===== src/rtl/xbus_seq.sv =====
module xbus_seq #(
  parameter int AW = 16,
  parameter int DW = 8
) (
  input  logic          clk,
  input  logic          rst_n,
  input  logic          start,
  input  logic [1:0]    kind,
  input  logic [AW-1:0] pc,
  input  logic [AW-1:0] daddr,
  input  logic [DW-1:0] wdata,
  output logic          busy,
  output logic          done,
  output logic [2*DW-1:0] code_bytes,
  output logic [DW-1:0] data_byte,
  output logic          ale,
  output logic          psen_n,
  output logic          rd_n,
  output logic          wr_n,
  output logic [DW-1:0] p0_out,
  output logic          p0_oe,
  input  logic [DW-1:0] p0_in,
  output logic [DW-1:0] p2_out
);
  localparam int MC_LEN = 12;
  localparam int HALF   = MC_LEN / 2;
  localparam logic [3:0] K_LAST = 4'(MC_LEN - 1);
  localparam logic [3:0] K_HALF = 4'(HALF);

  logic [3:0]    k;
  logic          mc;
  logic [1:0]    op;
  logic [AW-1:0] pc_q, pc1_q, da_q;
  logic [DW-1:0] wd_q;

  wire is_rd = (op == 2'b01);
  wire is_wr = (op == 2'b10);
  wire xfer  = is_rd | is_wr;
  wire fcyc  = busy & ~mc;
  wire dcyc  = busy & mc;
  wire lo_half = (k < K_HALF);
  wire [3:0] j = lo_half ? k : k - K_HALF;
  wire addr_win = busy & (lo_half | ~mc);
  wire addr_drv = addr_win & (j < 4'd3);
  wire d_win = dcyc & (k >= 4'd3);

  always_ff @(posedge clk or negedge rst_n) begin
    if (!rst_n) begin
      busy <= 1'b0;
      done <= 1'b0;
      k <= '0;
      mc <= 1'b0;
      op <= '0;
      pc_q <= '0;
      pc1_q <= '0;
      da_q <= '0;
      wd_q <= '0;
      code_bytes <= '0;
      data_byte <= '0;
    end else begin
      done <= 1'b0;
      if (!busy) begin
        if (start) begin
          busy <= 1'b1;
          k <= '0;
          mc <= 1'b0;
          op <= kind;
          pc_q <= pc;
          pc1_q <= pc + 1'b1;
          da_q <= daddr;
          wd_q <= wdata;
        end
      end else begin
        if (k == K_LAST) begin
          k <= '0;
          if (mc || !xfer) begin
            busy <= 1'b0;
            done <= 1'b1;
          end else begin
            mc <= 1'b1;
          end
        end else begin
          k <= k + 1'b1;
        end
        if (fcyc && k == K_HALF - 1'b1) code_bytes[DW-1:0] <= p0_in;
        if (fcyc && k == K_LAST) code_bytes[2*DW-1:DW] <= p0_in;
        if (dcyc && is_rd && k == K_LAST - 1'b1) data_byte <= p0_in;
      end
    end
  end

  assign ale    = addr_win & (j < 4'd2);
  assign psen_n = ~(fcyc & (j >= 4'd3));
  assign rd_n   = ~(d_win & is_rd & (k < K_LAST));
  assign wr_n   = ~(d_win & is_wr & (k < K_LAST));
  assign p0_oe  = addr_drv | (d_win & is_wr);

  assign p0_out = addr_drv ? (mc ? da_q[DW-1:0] : (lo_half ? pc_q[DW-1:0] : pc1_q[DW-1:0]))
                : ((d_win & is_wr) ? wd_q : '0);

  assign p2_out = !busy ? '0
                : mc ? da_q[AW-1:DW]
                : lo_half ? pc_q[AW-1:DW] : pc1_q[AW-1:DW];
endmodule


===== config.mk =====
export PLATFORM = sky130hd
export DESIGN_NAME = xbus_seq
export DESIGN_NICKNAME = d
export VERILOG_FILES = /design/src/rtl/xbus_seq.sv
export SDC_FILE = /design/constraint.sdc
export NUM_CORES = 1
export LEC_CHECK = 0
export BUFFER_PORTS_ARGS = -buffer_cell sky130_fd_sc_hd__buf_2
export CORE_UTILIZATION = 30
export DETAILED_ROUTE_END_ITERATION = 10
export MAX_ROUTING_LAYER = met4
export PLACE_DENSITY_LB_ADDON = 0.1
export SLEW_MARGIN = 15
export SYNTH_ARGS = -nofsm -noshare
export SYNTH_HDL_FRONTEND = slang
export SYNTH_SLANG_ARGS = --single-unit

===== constraint.sdc =====
create_clock -name clk -period 1.95 [get_ports clk]
set_input_delay 0.39 -clock clk [delete_from_list [all_inputs] [get_ports clk]]
set_output_delay 0.39 -clock clk [all_outputs]
set_load 0.1 [all_outputs]

==> results of run 1 <==
-- registers in the layout, summed over array words and instances (netlist names) --
register and cells:
pc1_q 16, mc 1, pc_q 16, wd_q 8, data_byte 8, busy 1, op 2, done 1
da_q 16, k 4, code_bytes 16
-- per-stage QoR --
step,hold slack [ns],cells,cell area (um^2),TNS (ns),util
6_report,0.0727,691,6390,-8.30,0.441
4_1_cts,0.106,688,6310,-8.44,0.436
5_1_grt,0.0977,691,6390,-9.99,0.441
2_1_floorplan,0.0944,370,4600,-4.60,-
3_5_place_dp,0.471,666,5800,-3.19,0.400
3_3_place_gp,0.465,666,5800,-3.00,0.400
-- logic make-up (layout without fill, tap and decap cells) --
| family | Yosys count | count (layout) |
|---|---|---|
| compound gates | 42 | 42 |
| xor+xnor | 14 | 14 |
| fa+ha+maj | 6 | 6 |
| buf+inv | 31 | 167 |
| flops | 89 | 89 |
| mux | 98 | 98 |
| simple gates | 90 | 91 |
-- worst paths after layout --
path                       startpoint            to  slack [ns]  cells past startpoint
max                              k[1]     p0_out[5]       -0.53                      7
min                             rst_n      da_q[13]        0.07                      2
max reg2reg                      k[1]  data_byte[0]        0.11                      8
min reg2reg                  pc1_q[2]      pc1_q[2]        0.48                      2
max in group asynchronous       rst_n            mc        1.46                      2
min in group clk             daddr[5]       da_q[5]        0.25                      2
-- timing repair --
item                       CTS  global route
pin swaps                    7             6
gates cloned                 1             1
resized for setup           40            11
setup buffers                5             3
setup endpoints to repair   21            21
-- layout by cell type (no fill, tap or decap), types with 8 or more instances in the layout --
master,n
buf_2,76
buf_12,27
o21ai_0,10
mux2i_1,8
inv_1,8
mux2_4,8
xnor2_1,8
buf_4,28
mux2i_4,10
mux2_1,32
mux2_2,34
dfrtp_1,85
clkbuf_16,10
nand2_1,38
o21ai_1,16
-- metal layers --
metal  wire length [um]  vias up  global-route usage
met2               5330       64               0.260
met4                129        0              0.0437
met1               4880     1585               0.190
met5                  0        -                   -
li1                   -     1574                   -
met3                488        8              0.0420
-- layout make-up --
class / count / area share
inverters: 11 / 0.00666
repair buffers: 140 / 0.195
flip-flops and latches: 89 / 0.350
multi-input cells: 251 / 0.361
clock buffers: 10 / 0.0374
clock inverters: 6 / 0.0141
well taps: 184 / 0.0360
-- critical path, cell delays in order (launching register included) --
cell and delay [ns]:
dfrtp_1 0.39, buf_6 0.14, nor2b_4 0.12, a32o_2 0.23, o21ai_4 0.22, clkbuf_16 0.21, mux2i_4 0.24, buf_12 0.19
==> run_results.csv, run 1 <==
group,metric,value,unit
finish,multi_input_area,0.00231,mm^2
yosys,synth_edf_count,0,
yosys,async_reset_ff_frac,1.00,
setup_path,crit_path_start_kind,"register",
yosys,ys.flop_type,"dfrtp_1",
setup_path,cp_max_fo,5,
timing,setup_ws,-0.534,ns
finish,syn_to_final_growth,44.2,%
yosys,syn_area,0.00443,mm^2
routing,wl,10800,um
routing,drt-initial-drc-count,122,
clocking,post_cts_hold_buffer_count,0,
global_routing,antenna_found_initial,0,
setup_path,crit_arrival,2.09,ns
place,gp_congestion,0.769,
routing,vias,3231,
run,drv_cap,0,
place,hpwlAfterDp,7430,um
floorplan,die_y,124,um
yosys,synth-compound-area-share,0.0531,
routing,avgRoutedWirePerCell,15.7,um
yosys,synth-simple-area-share,0.111,
floorplan,rows,44,
yosys,seq_area_frac_synth,0.503,
clocking,clk_latency,0.34,ns
finish,seqCellArea,0.00223,mm^2
floorplan,start_util,0.306,
clocking,cts.sinks,89,
place,port_buffers,99,
finish,antenna_cells,0,
timing,slew_headroom,0.665,
setup_path,worst_setup_path_end_kind,"output pin",
yosys,synth.distinct_cells,45,
timing,layout_min_cycle_time,2.48,ns
routing,firstDrtPassIters,4,
yosys,synth_top_area_frac,0.503,
global_routing,grt_overflow,0,
global_routing,grt_pass1_vias,3388,
timing,finalCritPeriodShare,1.27,
yosys,synth_top_family_by_area,"multiplexers",
min_path,hold_path_class,"input pin to asynchronous set/reset pin",
yosys,synth_fa_ha_area_frac,0.0169,
yosys,yosys-top-cells-area,"dfrtp_1 50%, mux2_2 8.6%, mux2_1 8.1%, mux2i_1 5.4%, nand2_1 3.4%",
finish,fill_cells,1372,
global_routing,track_usage,0.158,
timing,setup_viol,21,
timing,finalHoldViolCount,0,
clocking,root_buffer,"clkbuf_16",
yosys,synth_xor_area_frac,0.0277,
routing,ant_nets,0,
floorplan,die_x,124,um
timing,tightest_slew,0.502,ns
timing,skew,0.00440,ns
timing,grt_setup_unrepaired,"yes",
outcome,outcome,"complete, but fails checks",
yosys,yosysMostFrequentCell,"dfrtp_1",
clocking,clk_pin_slew_worst_paths,0.07,ns
setup_path,path_class,"register to output pin",
yosys,synthTopCellsByCount,"89 x dfrtp_1, 40 x nand2_1, 34 x mux2_2",
place,dpl_worst_slack,-0.261,ns
floorplan,io_pins,100,
timing,max_clock_freq,403,MHz
global_routing,grt_max_degree,90,
yosys,synth_area_leader_cell,"dfrtp_1",
yosys,syn_inst,370,
clocking,cts_tree,"done",
yosys,synth.ff_latch_count,89,
clocking,cts.path.max_buffers,2,
finish,drive_gt1_frac,0.501,
routing,via_per_inst,4.68,
yosys,synth.avg_cell_area,12.0,um^2
clocking,cts-htree-levels,3,
routing,drc,0,
timing,maxSlewViolCount,0,
global_routing,grt_pass1_wl,17400,um
yosys,synth_mux_area_frac,0.249,
yosys,synth_nets,429,
floorplan,coreArea,0.0145,mm^2
finish,nets,561,
yosys,ys_warn_count,0,
outcome,violations,"setup timing",
clocking,cts_made_buffers,9,
floorplan,die_area,0.0153,mm^2
setup_path,required,1.56,ns
Power of run 1 is left out: the tool's default activity adds up to more than one toggle a clock period on the data nets, which glitch-free logic cannot reach.
==> inputs of run 2 (changes only) <==
Settings changed: CORE_UTILIZATION 30 to 49, GPL_TIMING_DRIVEN set to 0.
==> run_results.csv, run 2 (synthesis results as in run 1) <==
group,metric,value,unit
floorplan,die_y,97.1,um
clocking,cts_made_buffers,9,
setup_path,required,1.56,ns
routing,top_layer,"met4",
floorplan,io_pins,100,
floorplan,coreArea,0.00872,mm^2
clocking,clk_latency,0.35,ns
timing,maxSlewViolCount,0,
place,port_buffers,99,
routing,drc,0,
global_routing,grt_pass1_wl,18000,um
finish,drive_gt1_frac,0.512,
timing,layout_min_cycle_time,2.53,ns
clocking,clk_pin_slew_worst_paths,0.10,ns
clocking,cts.sinks,89,
finish,final_cell_mix,"86 x dfrtp_1, 81 x buf_2, 34 x nand2_1, 34 x mux2_2, 32 x mux2_1",
routing,avgRoutedWirePerCell,17.5,um
place,dpl_worst_slack,-0.684,ns
run,drv_cap,0,
finish,fin_cells,622,
timing,setup_viol,21,
clocking,cts_tree,"done",
routing,firstDrtPassIters,4,
global_routing,grt_pass1_vias,3481,
floorplan,start_util,0.508,
routing,ant_nets,0,
clocking,root_buffer,"clkbuf_8",
routing,wl_met3,327,um
timing,tightest_slew,0.495,ns
outcome,outcome,"complete, but fails checks",
clocking,cts-htree-levels,3,
setup_path,cp_max_fo,5,
routing,via_per_inst,5.35,
timing,finalCritPeriodShare,1.30,
floorplan,rows,34,
place,gp_congestion,0.883,
timing,max_clock_freq,395,MHz
routing,vias,3329,
timing,skew,0.0130,ns
finish,antenna_cells,0,
routing,met2WireLength,5550,um
setup_path,worst_setup_path_end_kind,"output pin",
global_routing,grt_max_degree,61,
finish,fill_cells,598,
floorplan,die_area,0.00943,mm^2
global_routing,track_usage,0.250,
finish,layout_commonest_cell,"dfrtp_1",
timing,setup_ws,-0.583,ns
routing,wirelength_met1,4870,um
timing,slew_headroom,0.670,
finish,nets,569,
finish,utilization,0.726,
global_routing,grt_overflow,0,
routing,wl,10900,um
setup_path,crit_arrival,2.14,ns
setup_path,path_class,"register to output pin",
finish,syn_to_final_growth,43.0,%
timing,grt_setup_unrepaired,"yes",
setup_path,crit_path_start_kind,"register",
timing,fin_tns_setup,-9.80,ns
floorplan,die_x,97.1,um
min_path,hold_path_class,"input pin to register",
global_routing,antenna_found_initial,0,
outcome,violations,"setup timing",
place,hpwlAfterDp,6940,um
clocking,cts.path.max_buffers,2,
routing,drt-initial-drc-count,77,
place,placed_cells,578,
timing,finalHoldViolCount,0,
-- run 2: cell types whose count changed in the layout (fill, tap and decap cells not counted), sizes merged --
cell	delta
and4	-1
buf	+4
clkbuf	+3
dlygate4sd3	+1
clkinv	-1
bufinv	+1
-- run 2: path summary, 6_finish.rpt --
kind | slack [ns] | from | cells past startpoint | to
min in group asynchronous | 0.50 | rst_n | 2 | busy
worst min-delay path | 0.24 | daddr[3] | 2 | da_q[3]
worst max register to register | 0.08 | k[1] | 9 | code_bytes[3]
worst max-delay path | -0.58 | k[1] | 8 | p0_out[6]
worst min register to register | 0.49 | pc1_q[5] | 2 | pc1_q[5]
max in group asynchronous | 0.80 | rst_n | 3 | mc
-- run 2: critical path: stages, from the launching register on --
cell	delay (ns)
dfrtp_1	0.43
buf_6	0.15
buf_4	0.13
buf_6	0.11
a211oi_2	0.28
o21ai_4	0.13
buf_12	0.16
mux2i_4	0.20
buf_12	0.20
-- run 2: routing by layer --
layer	vias up	track usage
li1	1582	-
met1	1655	0.321
met3	8	0.0360
met4	0	0.0712
met5	-	-
met2	84	0.417
-- run 2: area by class of cell --
type                            count  area, um^2  area share
Tap cell                          108         135      0.0213
Multi-Input combinational cell    250        2330       0.368
Clock buffer                        9         124      0.0196
Buffer                             20         211      0.0334
Inverter                           11        46.3     0.00731
Clock inverter                      6         115      0.0182
Timing Repair Buffer              129        1140       0.180
Sequential cell                    89        2230       0.353
-- run 2: repair_timing --
item                                    in CTS  in global routing
pin swaps                                   17                 13
hold buffers                                 1                  0
setup buffers                               20                  9
hold endpoints to repair                    29                  0
cloned                                       2                  0
endpoints found under the setup margin      29                 29
resized for setup                          144                 18
-- run 2: metrics by stage --
step / hold WS, ns / instance area [um^2]
6_report: 0.235 / 6330
5_1_grt: 0.231 / 6330
4_1_cts: 0.224 / 6220
3_5_place_dp: 0.349 / 5270
3_3_place_gp: 0.458 / 5240
2_1_floorplan: 0.0944 / 4600
Power of run 2 is left out for the same reason.
==> inputs of run 3 (changes only) <==
Settings changed: ABC_AREA set to 1, CELL_PAD_IN_SITES_DETAIL_PLACEMENT set to 1, CELL_PAD_IN_SITES_GLOBAL_PLACEMENT set to 1, CORE_UTILIZATION 49 to 35.
==> run_results.csv, run 3 <==
group,metric,value,unit
timing,finalHoldViolCount,0,
timing,slew_headroom,0.582,
yosys,syn_area,0.00443,mm^2
routing,via_per_inst,4.92,
floorplan,die_x,115,um
outcome,violations,"setup timing",
floorplan,die_y,115,um
setup_path,crit_path_end,"p0_out[5]",
routing,firstDrtPassIters,4,
setup_path,required,1.56,ns
floorplan,io_pins,100,
timing,layout_min_cycle_time,2.24,ns
clocking,cts.path.max_buffers,2,
global_routing,grt_overflow,0,
yosys,synth.avg_cell_area,7.78,um^2
setup_path,cp-startpoint,"k[1]",
global_routing,track_usage,0.252,
run,drv_cap,0,
setup_path,rr_worst_depth,5,
global_routing,grt_pass1_wl,24300,um
floorplan,rows,40,
yosys,async_reset_ff_frac,1.00,
clocking,cts.sinks,89,
yosys,synthTopCellsByCount,"180 x nand2_1, 89 x dfrtp_1, 80 x nor2_1",
yosys,seq_area_frac_synth,0.502,
clocking,clk_pin_slew_worst_paths,0.07,ns
yosys,synth_edf_count,0,
yosys,ys_warn_count,0,
place,gp_congestion,0.796,
yosys,ys.flop_type,"dfrtp_1",
setup_path,crit_arrival,1.85,ns
yosys,synth_mux_area_frac,0,
yosys,syn_inst,570,
finish,drive_gt1_frac,0.362,
timing,finalCritPeriodShare,1.15,
floorplan,die_area,0.0131,mm^2
yosys,synth_area_leader_cell,"dfrtp_1",
routing,wl,14900,um
global_routing,antenna_found_initial,0,
clocking,cts-htree-levels,3,
yosys,synth_nets,629,
finish,layout_commonest_cell,"nand2_1",
setup_path,r2r_start,"busy",
place,port_buffers,99,
timing,setup_viol,21,
finish,final_cell_mix,"146 x nand2_1, 85 x dfrtp_1, 84 x buf_2",
global_routing,grt_max_degree,46,
place,hpwlAfterDp,10100,um
clocking,cts_tree,"done",
yosys,synth_xor_area_frac,0.00198,
setup_path,worst_setup_path_end_kind,"output pin",
finish,antenna_cells,0,
timing,setup_ws,-0.287,ns
yosys,yosys-top-cells-area,"dfrtp_1 50%, nand2_1 15%, nor2_1 6.8%, inv_1 4.3%, nand3_1 4.2%",
finish,syn_to_final_growth,48.3,%
yosys,synth.ff_latch_count,89,
routing,drt-initial-drc-count,124,
yosys,synth.distinct_cells,33,
yosys,yosysMostFrequentCell,"nand2_1",
yosys,synth_top_family_by_area,"simple AND/OR/NAND/NOR gates",
setup_path,cp_max_fo,5,
yosys,synth-compound-area-share,0.0948,
timing,tightest_slew,0.627,ns
routing,vias,4306,
floorplan,start_util,0.365,
timing,maxSlewViolCount,0,
clocking,root_buffer,"clkbuf_16",
finish,nets,761,
routing,drc,0,
setup_path,path_class,"register to output pin",
timing,skew,0.0111,ns
timing,grt_setup_unrepaired,"yes",
finish,final_area,0.00658,mm^2
clocking,cts_made_buffers,9,
min_path,hold_path_class,"input pin to asynchronous set/reset pin",
setup_path,crit_path_start_kind,"register",
setup_path,worst_r2r_endpoint,"pc_q[3]",
clocking,clk_latency,0.35,ns
global_routing,grt_pass1_vias,4633,
timing,max_clock_freq,447,MHz
routing,avgRoutedWirePerCell,17.1,um
floorplan,coreArea,0.0122,mm^2
setup_path,r2r_slack,0.22,ns
routing,ant_nets,0,
place,placed_area,0.00535,mm^2
yosys,synth_fa_ha_area_frac,0.0169,
yosys,synth-simple-area-share,0.306,
outcome,outcome,"complete, but fails checks",
yosys,synth_top_area_frac,0.502,
run 3: changes by cell type in the layout (fill, tap and decap cells not counted), sizes merged, moves of 4 or more:
cell   delta
mux2i    -24
xor2      -5
nand3    +34
nor4      -4
mux2     -74
xnor2     -8
inv      +47
nand2   +146
buf       -6
a21oi    +12
nor2     +75
o21ai    +16
and2      -8
run 3: worst min path at each step:
stage | start | endpoint | slack (ns) | cells after the start
3_5_place_dp | rst_n | data_byte[6] | 0.45 | 1
6_report | rst_n | code_bytes[14] | 0.05 | 1
4_1_cts | rst_n | data_byte[6] | 0.07 | 1
5_1_grt | rst_n | data_byte[6] | 0.1 | 1
2_1_floorplan | rst_n | code_bytes[0] | 0.09 | 0
3_3_place_gp | pc_q[2] | pc_q[2] | 0.46 | 2
run 3: kinds of logic (layout without fill, tap and decap cells):
| group | Yosys count | count (layout) |
|---|---|---|
| xor gates and xnor gates | 1 | 1 |
| buffers and inverters | 77 | 212 |
| adders and majority gates | 6 | 6 |
| and+or+nand+nor | 320 | 322 |
| AOI/OAI and AO/OA | 77 | 77 |
| DFF | 89 | 89 |
run 3: layout make-up:
class                   count  area, um^2
fillers                  1478        5590
multi-input cells         406        2370
flip-flops and latches     89        2230
repair buffers            119        1010
inverters                  57         233
clock buffers               9         225
well taps                 168         210
plain buffers              20         160
clock inverters             7         124
run 3: metal layers:
metal | vias to the layer above | wire length (um) | GRT usage
li1 | 2075 | - | -
met2 | 77 | 7440 | 0.421
met1 | 2130 | 6780 | 0.309
met4 | 0 | 320 | 0.0987
met3 | 24 | 397 | 0.0328
met5 | - | 0 | -
run 3: metrics by stage:
step	worst slack, ns	utilization	setup TNS [ns]	cells	hold slack, ns
after floorplan	-0.263	-	-0.790	570	0.0944
after global placement	-0.672	0.437	-38.50	837	0.465
after detailed placement	-0.377	0.440	-5.19	838	0.449
after CTS	-0.238	0.532	-3.14	873	0.0698
after global routing	-0.330	0.541	-4.81	875	0.0986
final	-0.287	0.541	-3.78	875	0.0492
run 3: what timing repair did:
item	4_1_cts	5_1_grt
pin swaps	12	4
gates cloned	2	0
resized for setup	167	22
endpoints found under the setup margin	21	21
hold buffers	0	0
buffers inserted	17	3
run 3: critical path, cell delays in order, from the launching register on:
cell,delay [ns]
dfrtp_2,0.51
ha_4,0.20
nor2_4,0.05
nand2_4,0.11
nand3_4,0.15
nor2_2,0.14
nand2_2,0.09
nand2_4,0.08
buf_12,0.16
Power of run 3 is left out for the same reason.
